<file path="src/rtl/sfi_pkg.sv">
package sfi_pkg;

  typedef enum logic [1:0] {
    MODE_TRANSIENT    = 2'd0,
    MODE_INTERMITTENT = 2'd1,
    MODE_PERMANENT    = 2'd2,
    MODE_INVALID      = 2'd3
  } sfiMode_e;

  typedef enum logic [1:0] {
    ST_IDLE,
    ST_WAIT,
    ST_FORCE,
    ST_GAP
  } sfiState_e;

  // Strobes from control to datapath
  typedef struct packed {
    logic capture;  // accepted start: latch mask and value, clear accumulators
    logic active;   // forcing applied this cycle
    logic finish;   // last forced cycle of a pulse
  } sfiCtrl_t;

endpackage

</file>
<file path="src/rtl/sfi_control.sv">
module sfi_control
  import sfi_pkg::*;
#(
  parameter int CNT_W = 32
) (
  input  logic             clk,
  input  logic             rstN,
  input  logic [1:0]       cfgMode,
  input  logic [CNT_W-1:0] cfgDuration,
  input  logic [CNT_W-1:0] cfgPeriod,
  input  logic             cfgSync,
  input  logic             arm,
  input  logic             strobe,
  output sfiCtrl_t         ctrl,
  output logic             cfgError
);

  localparam logic [CNT_W-1:0] ONE = CNT_W'(1);

  sfiState_e        state;
  sfiMode_e         modeQ;
  logic             armQ;
  logic             syncQ;
  logic [CNT_W-1:0] durQ;
  logic [CNT_W-1:0] perQ;
  logic [CNT_W-1:0] cnt;
  logic             armRise;
  logic             cfgBad;
  logic             lastCycle;

  assign armRise = arm && !armQ;
  assign cfgBad  = (cfgMode == MODE_INVALID) ||
                   ((cfgMode != MODE_PERMANENT) && (cfgDuration == '0)) ||
                   ((cfgMode == MODE_INTERMITTENT) && (cfgPeriod == '0));
  assign lastCycle = (modeQ != MODE_PERMANENT) && (cnt == ONE);

  assign ctrl.capture = (state == ST_IDLE) && armRise && !cfgBad;
  assign ctrl.active  = (state == ST_FORCE);
  assign ctrl.finish  = (state == ST_FORCE) && (!arm || lastCycle);

  always_ff @(posedge clk) begin
    if (!rstN) begin
      state    <= ST_IDLE;
      modeQ    <= MODE_TRANSIENT;
      armQ     <= 1'b0;
      syncQ    <= 1'b0;
      durQ     <= '0;
      perQ     <= '0;
      cnt      <= '0;
      cfgError <= 1'b0;
    end else begin
      armQ <= arm;
      unique case (state)
        ST_IDLE: begin
          if (armRise) begin
            if (cfgBad) begin
              cfgError <= 1'b1;
            end else begin
              cfgError <= 1'b0;
              modeQ    <= sfiMode_e'(cfgMode);
              syncQ    <= cfgSync;
              durQ     <= cfgDuration;
              perQ     <= cfgPeriod;
              cnt      <= cfgDuration;
              state    <= cfgSync ? ST_WAIT : ST_FORCE;
            end
          end
        end
        ST_WAIT: begin
          if (!arm) begin
            state <= ST_IDLE;
          end else if (strobe) begin
            cnt   <= durQ;
            state <= ST_FORCE;
          end
        end
        ST_FORCE: begin
          if (!arm) begin
            state <= ST_IDLE;
          end else if (lastCycle) begin
            if (modeQ == MODE_INTERMITTENT) begin
              cnt   <= perQ;
              state <= ST_GAP;
            end else begin
              state <= ST_IDLE;
            end
          end else if (modeQ != MODE_PERMANENT) begin
            cnt <= cnt - ONE;
          end
        end
        ST_GAP: begin
          if (!arm) begin
            state <= ST_IDLE;
          end else if (cnt == ONE) begin
            cnt   <= durQ;
            state <= syncQ ? ST_WAIT : ST_FORCE;
          end else begin
            cnt <= cnt - ONE;
          end
        end
        default: state <= ST_IDLE;
      endcase
    end
  end

  AST_BAD_CFG_REFUSED: assert property (@(posedge clk) disable iff (!rstN)
    (state == ST_IDLE && armRise && cfgBad) |=> (cfgError && !ctrl.active));

  AST_FORCE_NEEDS_ARM: assert property (@(posedge clk) disable iff (!rstN)
    ctrl.active |-> $past(arm));

  AST_NO_FORCE_IN_GAP: assert property (@(posedge clk) disable iff (!rstN)
    (state == ST_GAP && arm && cnt != ONE) |=> !ctrl.active);

endmodule

</file>
<file path="src/rtl/sfi_datapath.sv">
module sfi_datapath
  import sfi_pkg::*;
#(
  parameter int NUM_LINES = 8,
  parameter int STB_W     = 16
) (
  input  logic                 clk,
  input  logic                 rstN,
  input  sfiCtrl_t             ctrl,
  input  logic [NUM_LINES-1:0] cfgMask,
  input  logic                 cfgValue,
  input  logic [NUM_LINES-1:0] lineIn,
  input  logic                 strobe,
  output logic [NUM_LINES-1:0] lineOut,
  output logic                 done,
  output logic                 effective,
  output logic [STB_W-1:0]     strobeCount
);

  logic [NUM_LINES-1:0] maskQ;
  logic                 valueQ;
  logic [NUM_LINES-1:0] stuckVec;
  logic                 diffNow;
  logic                 diffAcc;
  logic [STB_W-1:0]     stbAcc;
  logic [STB_W-1:0]     stbNow;

  assign stuckVec = {NUM_LINES{valueQ}};

  generate
    for (genvar g = 0; g < NUM_LINES; g++) begin : g_line
      assign lineOut[g] = (ctrl.active && maskQ[g]) ? valueQ : lineIn[g];
    end
  endgenerate

  assign diffNow = |((lineIn ^ stuckVec) & maskQ);
  assign stbNow  = stbAcc + STB_W'(strobe);

  always_ff @(posedge clk) begin
    if (!rstN) begin
      maskQ       <= '0;
      valueQ      <= 1'b0;
      diffAcc     <= 1'b0;
      stbAcc      <= '0;
      done        <= 1'b0;
      effective   <= 1'b0;
      strobeCount <= '0;
    end else begin
      done <= ctrl.finish;
      if (ctrl.capture) begin
        maskQ   <= cfgMask;
        valueQ  <= cfgValue;
        diffAcc <= 1'b0;
        stbAcc  <= '0;
      end else if (ctrl.finish) begin
        effective   <= diffAcc | diffNow;
        strobeCount <= stbNow;
        diffAcc     <= 1'b0;
        stbAcc      <= '0;
      end else if (ctrl.active) begin
        diffAcc <= diffAcc | diffNow;
        stbAcc  <= stbNow;
      end
    end
  end

  AST_FORCED_LEVEL: assert property (@(posedge clk) disable iff (!rstN)
    ctrl.active |-> (((lineOut ^ stuckVec) & maskQ) == '0));

  AST_PASS_WHEN_IDLE: assert property (@(posedge clk) disable iff (!rstN)
    !ctrl.active |-> (lineOut == lineIn));

  AST_DONE_AFTER_PULSE: assert property (@(posedge clk) disable iff (!rstN)
    done |-> ($past(ctrl.active) && !ctrl.active));

  AST_DONE_SINGLE: assert property (@(posedge clk) disable iff (!rstN)
    done |=> !done);

endmodule

</file>
<file path="src/rtl/stuck_fault_injector.sv">
module stuck_fault_injector
  import sfi_pkg::*;
#(
  parameter int NUM_LINES = 8,
  parameter int CNT_W     = 32,
  parameter int STB_W     = 16
) (
  input  logic                 clk,
  input  logic                 rstN,
  input  logic [NUM_LINES-1:0] cfgMask,
  input  logic                 cfgValue,
  input  logic [1:0]           cfgMode,
  input  logic [CNT_W-1:0]     cfgDuration,
  input  logic [CNT_W-1:0]     cfgPeriod,
  input  logic                 cfgSync,
  input  logic                 arm,
  input  logic                 strobe,
  input  logic [NUM_LINES-1:0] lineIn,
  output logic [NUM_LINES-1:0] lineOut,
  output logic                 faultActive,
  output logic                 done,
  output logic                 effective,
  output logic [STB_W-1:0]     strobeCount,
  output logic                 cfgError
);

  sfiCtrl_t ctrl;

  sfi_control #(.CNT_W(CNT_W)) control_i (
    .clk        (clk),
    .rstN       (rstN),
    .cfgMode    (cfgMode),
    .cfgDuration(cfgDuration),
    .cfgPeriod  (cfgPeriod),
    .cfgSync    (cfgSync),
    .arm        (arm),
    .strobe     (strobe),
    .ctrl       (ctrl),
    .cfgError   (cfgError)
  );

  sfi_datapath #(.NUM_LINES(NUM_LINES), .STB_W(STB_W)) datapath_i (
    .clk        (clk),
    .rstN       (rstN),
    .ctrl       (ctrl),
    .cfgMask    (cfgMask),
    .cfgValue   (cfgValue),
    .lineIn     (lineIn),
    .strobe     (strobe),
    .lineOut    (lineOut),
    .done       (done),
    .effective  (effective),
    .strobeCount(strobeCount)
  );

  assign faultActive = ctrl.active;

endmodule

</file>
<file path="config.mk">
export PLATFORM = sky130hd
export DESIGN_NAME = stuck_fault_injector
export DESIGN_NICKNAME = d
export VERILOG_FILES = /design/src/rtl/sfi_pkg.sv /design/src/rtl/sfi_control.sv /design/src/rtl/sfi_datapath.sv /design/src/rtl/stuck_fault_injector.sv
export SDC_FILE = /design/constraint.sdc
export NUM_CORES = 1
export LEC_CHECK = 0
export BUFFER_PORTS_ARGS = -buffer_cell sky130_fd_sc_hd__buf_2
export CAP_MARGIN = 20
export CORE_MARGIN = 5
export CORE_UTILIZATION = 57
export CTS_BUF_LIST = sky130_fd_sc_hd__clkbuf_16
export CTS_CLUSTER_DIAMETER = 60
export CTS_CLUSTER_SIZE = 40
export DETAILED_ROUTE_END_ITERATION = 8
export GPL_TIMING_DRIVEN = 0
export PLACE_DENSITY = 0.86
export RECOVER_POWER = 25
export SETUP_SLACK_MARGIN = 0.15
export SYNTH_ARGS = -nofsm -noshare
export SYNTH_HDL_FRONTEND = slang
export SYNTH_SLANG_ARGS = --single-unit
</file>
<file path="constraint.sdc">
create_clock -name clk -period 3.35 [get_ports clk]
set_input_delay 0.1675 -clock clk [delete_from_list [all_inputs] [get_ports clk]]
set_output_delay 0.1675 -clock clk [all_outputs]
set_load 0.005 [all_outputs]
</file>
==> flow_summary.yaml <==
clock_tree:
  clk_pin_slew_ps: 70
  cts_buffers: 17
  clockBufferDepth: 2
  cts-root-buf: "clkbuf_16"
  clock-sinks: 147
  htreeDepth: 4
  cts_tree: "done"
  clk_latency_ps: 440
critical_path:
  worst-endpoint-arrival_ps: 3580
  end_kind: "register"
  worstReg2RegStart: "control_i.cnt[23]$_SDFFE_PN0P_"
  cp_cell_sequence: "or4_1 -> nor4_2 -> nand4_1 -> clkbuf_2 -> buf_1 -> nor2_1 -> o21ai_0 -> nand2_1 -> o22ai_1"
  path_delay_family: "simple AND/OR/NAND/NOR gates"
  critPathKind: "reg2reg"
  cp-start-kind: "register"
  required_ps: 3660
  slowest_stage: "or4_1"
  critPathMaxFanout: 10
  max_stage_delay_ps: 620
  crit_buf_inv: 2
  startpoint: "control_i.cnt[23]$_SDFFE_PN0P_"
timing:
  finClkSkew_ps: 10.0
  finalCriticalPeriod_ps: 3270
  fin_tns_setup_ps: 0
  setup_ws_ps: 81.6
  final-hold-violation-count: 1
  post-route-period-util: 0.976
  timing.fmax_ghz: 0.306
  max_slew_margin: 0.356
  rsz0062_at_grt: "true"
  worst_slew_pin_slew_ps: 964
  setup_viol: 0
  maxSlewViolCount: 0
  whs_ps: -4.81
grt:
  grt_pass1_wl_um: 42800
  grt_max_degree: 17
  grt_use_total: 0.340
  grt_pass1_vias: 8083
  overflow: 0
  antenna_found_initial: 1
synthesis:
  synth_compound_area_frac: 0.226
  syn-num-nets: 1087
  synth_xor_area_frac: 0.0615
  muxShareOfSynthArea: 0.0236
  synth_area_um2: 7690
  yosysSeqAreaShare: 0.383
  synthCells: 995
  avgSynthCellArea_um2: 7.73
  ys_types: 66
  synthSimpleGateAreaFrac: 0.250
  synthAdderAreaFrac: 0.00651
  synth_top_family_by_area: "simple AND/OR/NAND/NOR gates"
  synth-seq-cells: 147
  synth_edf_count: 0
  ys.flop_type: "dfxtp_1"
  synthArstFlopShare: 0
  yosys_warnings: 0
placement:
  place_ws_ps: 47.8
  place_area_um2: 8480
  routabilityCongestion: 1.04
  port_buffers: 114
  dpl.hpwl_um: 19200
layout:
  multi_input_comb_area_um2: 4380
  syn_to_final_growth_pct: 22.3
  seq_area_um2: 2940
  final_nets: 1255
  n_fill_cell: 1075
  drive_gt1_frac: 0.155
  design_area_um2: 9400
routing:
  wl_met2_um: 12200
  route.met3.wl_um: 3650
  met1_length_um: 10500
  post_drt_wl_per_cell_um: 20.4
  drc: 0
  num_vias: 8508
  ant_nets: 0
  highest_layer: "met4"
  routed_wirelength_um: 27600
  drt_iter0_drc: 1202
  avgViaCountPerCell: 6.29
  first_pass_iters: 8
min_path:
  worst_hold_path_type: "in2reg"
  min_from: "cfgMask[5]"
outcome:
  status: "finished, violations left"
  violations: "negative hold slack"
die:
  start_util: 0.581
  dieWidth_um: 126
  die_y_um: 126
  core_um2: 13200
  die-area_um2: 15900
  ioPinCount: 116
  placementRows: 42
power_and_ir_drop:
  power_density_nw_per_um2: 586
  vdd_ir_drop_max_uv: 419
  leakagePower_nw: 3.51
flow_run:
  cap_violations: 0
cells in the mapped netlist, types with 7 or more instances:
cell / count / share of area
nor3_1: 17 / 0.011
clkbuf_1: 54 / 0.026
a211oi_1: 21 / 0.021
a21oi_1: 81 / 0.053
xnor2_1: 26 / 0.030
a32o_1: 11 / 0.014
a22oi_1: 19 / 0.019
nand4_1: 8 / 0.0065
nand2_1: 247 / 0.12
a21boi_0: 19 / 0.019
nor4_1: 24 / 0.020
inv_1: 7 / 0.0034
dfxtp_1: 147 / 0.38
nand3_1: 17 / 0.011
nor2_1: 80 / 0.039
mux2i_1: 8 / 0.010
buf_2: 7 / 0.0046
xor2_1: 28 / 0.032
o22ai_1: 24 / 0.020
mux2_2: 9 / 0.013
o211ai_1: 13 / 0.013
o21ai_0: 27 / 0.018
worst register-to-register path, stage by stage (launching register included):
cell and delay, ps:
dfxtp_1 370, or4_1 620, nor4_2 410, nand4_1 300, clkbuf_2 310, buf_1 380
nor2_1 380, o21ai_0 150, nand2_1 120, o22ai_1 90
placed cells by master (no fill, tap or decap), drive strengths merged, types with 4 or more instances in the layout:
master,n
or3,4
a31oi,5
mux2,9
nand4,8
clkbuf,83
o22ai,27
nor2,81
a21boi,19
buf,123
a21oi,81
dfxtp,147
o211ai,13
nor3b,4
or4,6
mux2i,8
nand2,248
a221o,5
a211oi,21
nand3,17
inv,13
o21ai,28
a22oi,19
nor3,18
dlygate4sd3,33
and2,5
clkinv,7
xnor2,26
nor4,28
ha,4
xor2,28
a32o,11
routing by layer:
layer  vias up  track usage
li1       3862            -
met1      3958        0.437
met2       582        0.515
met3       106        0.102
met4         0        0.179
met5         -            0
kinds of logic after synthesis:
logic type | after synthesis
multiplexers | 17
XOR/XNOR | 54
flip-flops | 147
buffers and inverters | 83
AO/OA/AOI/OAI | 258
AND/OR/NAND/NOR | 432
adder cells (fa/ha/maj) | 4
report_power, final:
part	leakage (nW)	switching, mW	total (mW)	internal [mW]
logic	2.04	0.999	1.59	0.587
registers	1.20	0.138	2.04	1.90
clock network	0.274	0.846	1.89	1.04
total	3.51	1.98	5.51	3.53
cell type report:
type / count / share of cell area
multi-input cells: 765 / 0.466
inverters: 9 / 0.00359
clock inverters: 15 / 0.0157
flip-flops and latches: 147 / 0.313
repair buffers: 149 / 0.0961
diodes: 1 / 0.000266
clock buffers: 17 / 0.0452
well taps: 176 / 0.0234
plain buffers: 74 / 0.0367
path summary, 6_finish.rpt:
kind / to / slack, ps / cells after the start
setup / recovery: control_i.cnt[10]$_SDFFE_PN0P_ / 80 / 9
hold / removal: datapath_i.maskQ[5]$_SDFFE_PN0P_ / -5 / 3
setup reg to reg: control_i.cnt[10]$_SDFFE_PN0P_ / 80 / 9
hold reg to reg: datapath_i.effective$_SDFFE_PN0P_ / 460 / 2
state kept, by name (all words and copies together) (netlist names):
signal,cells
control_i.cnt,32
datapath_i.valueQ,1
datapath_i.strobeCount,16
control_i.syncQ,1
control_i.cfgError,1
control_i.modeQ,2
control_i.durQ,32
datapath_i.effective,1
control_i.armQ,1
datapath_i.maskQ,8
datapath_i.stbAcc,16
control_i.state,2
control_i.perQ,32
datapath_i.diffAcc,1
datapath_i.done,1
through the flow:
stage,instances,power (mW),util
CTS,1351,5.43,0.710
global placement,1285,3.50,0.640
detailed placement,1285,3.53,0.640
finish,1353,5.51,0.710
floorplan,995,3.07,-
global route,1353,5.72,0.710
what timing repair did:
item | 4_1_cts | 5_1_grt
gates resized for setup | 1 | 10
setup buffers | 1 | 1
pin swaps | 1 | 1
hold buffers | 33 | 0
hold endpoints to repair | 33 | 0
endpoints found under the setup margin | 32 | 48
No activity file was read; power rests on OpenSTA's default activity.
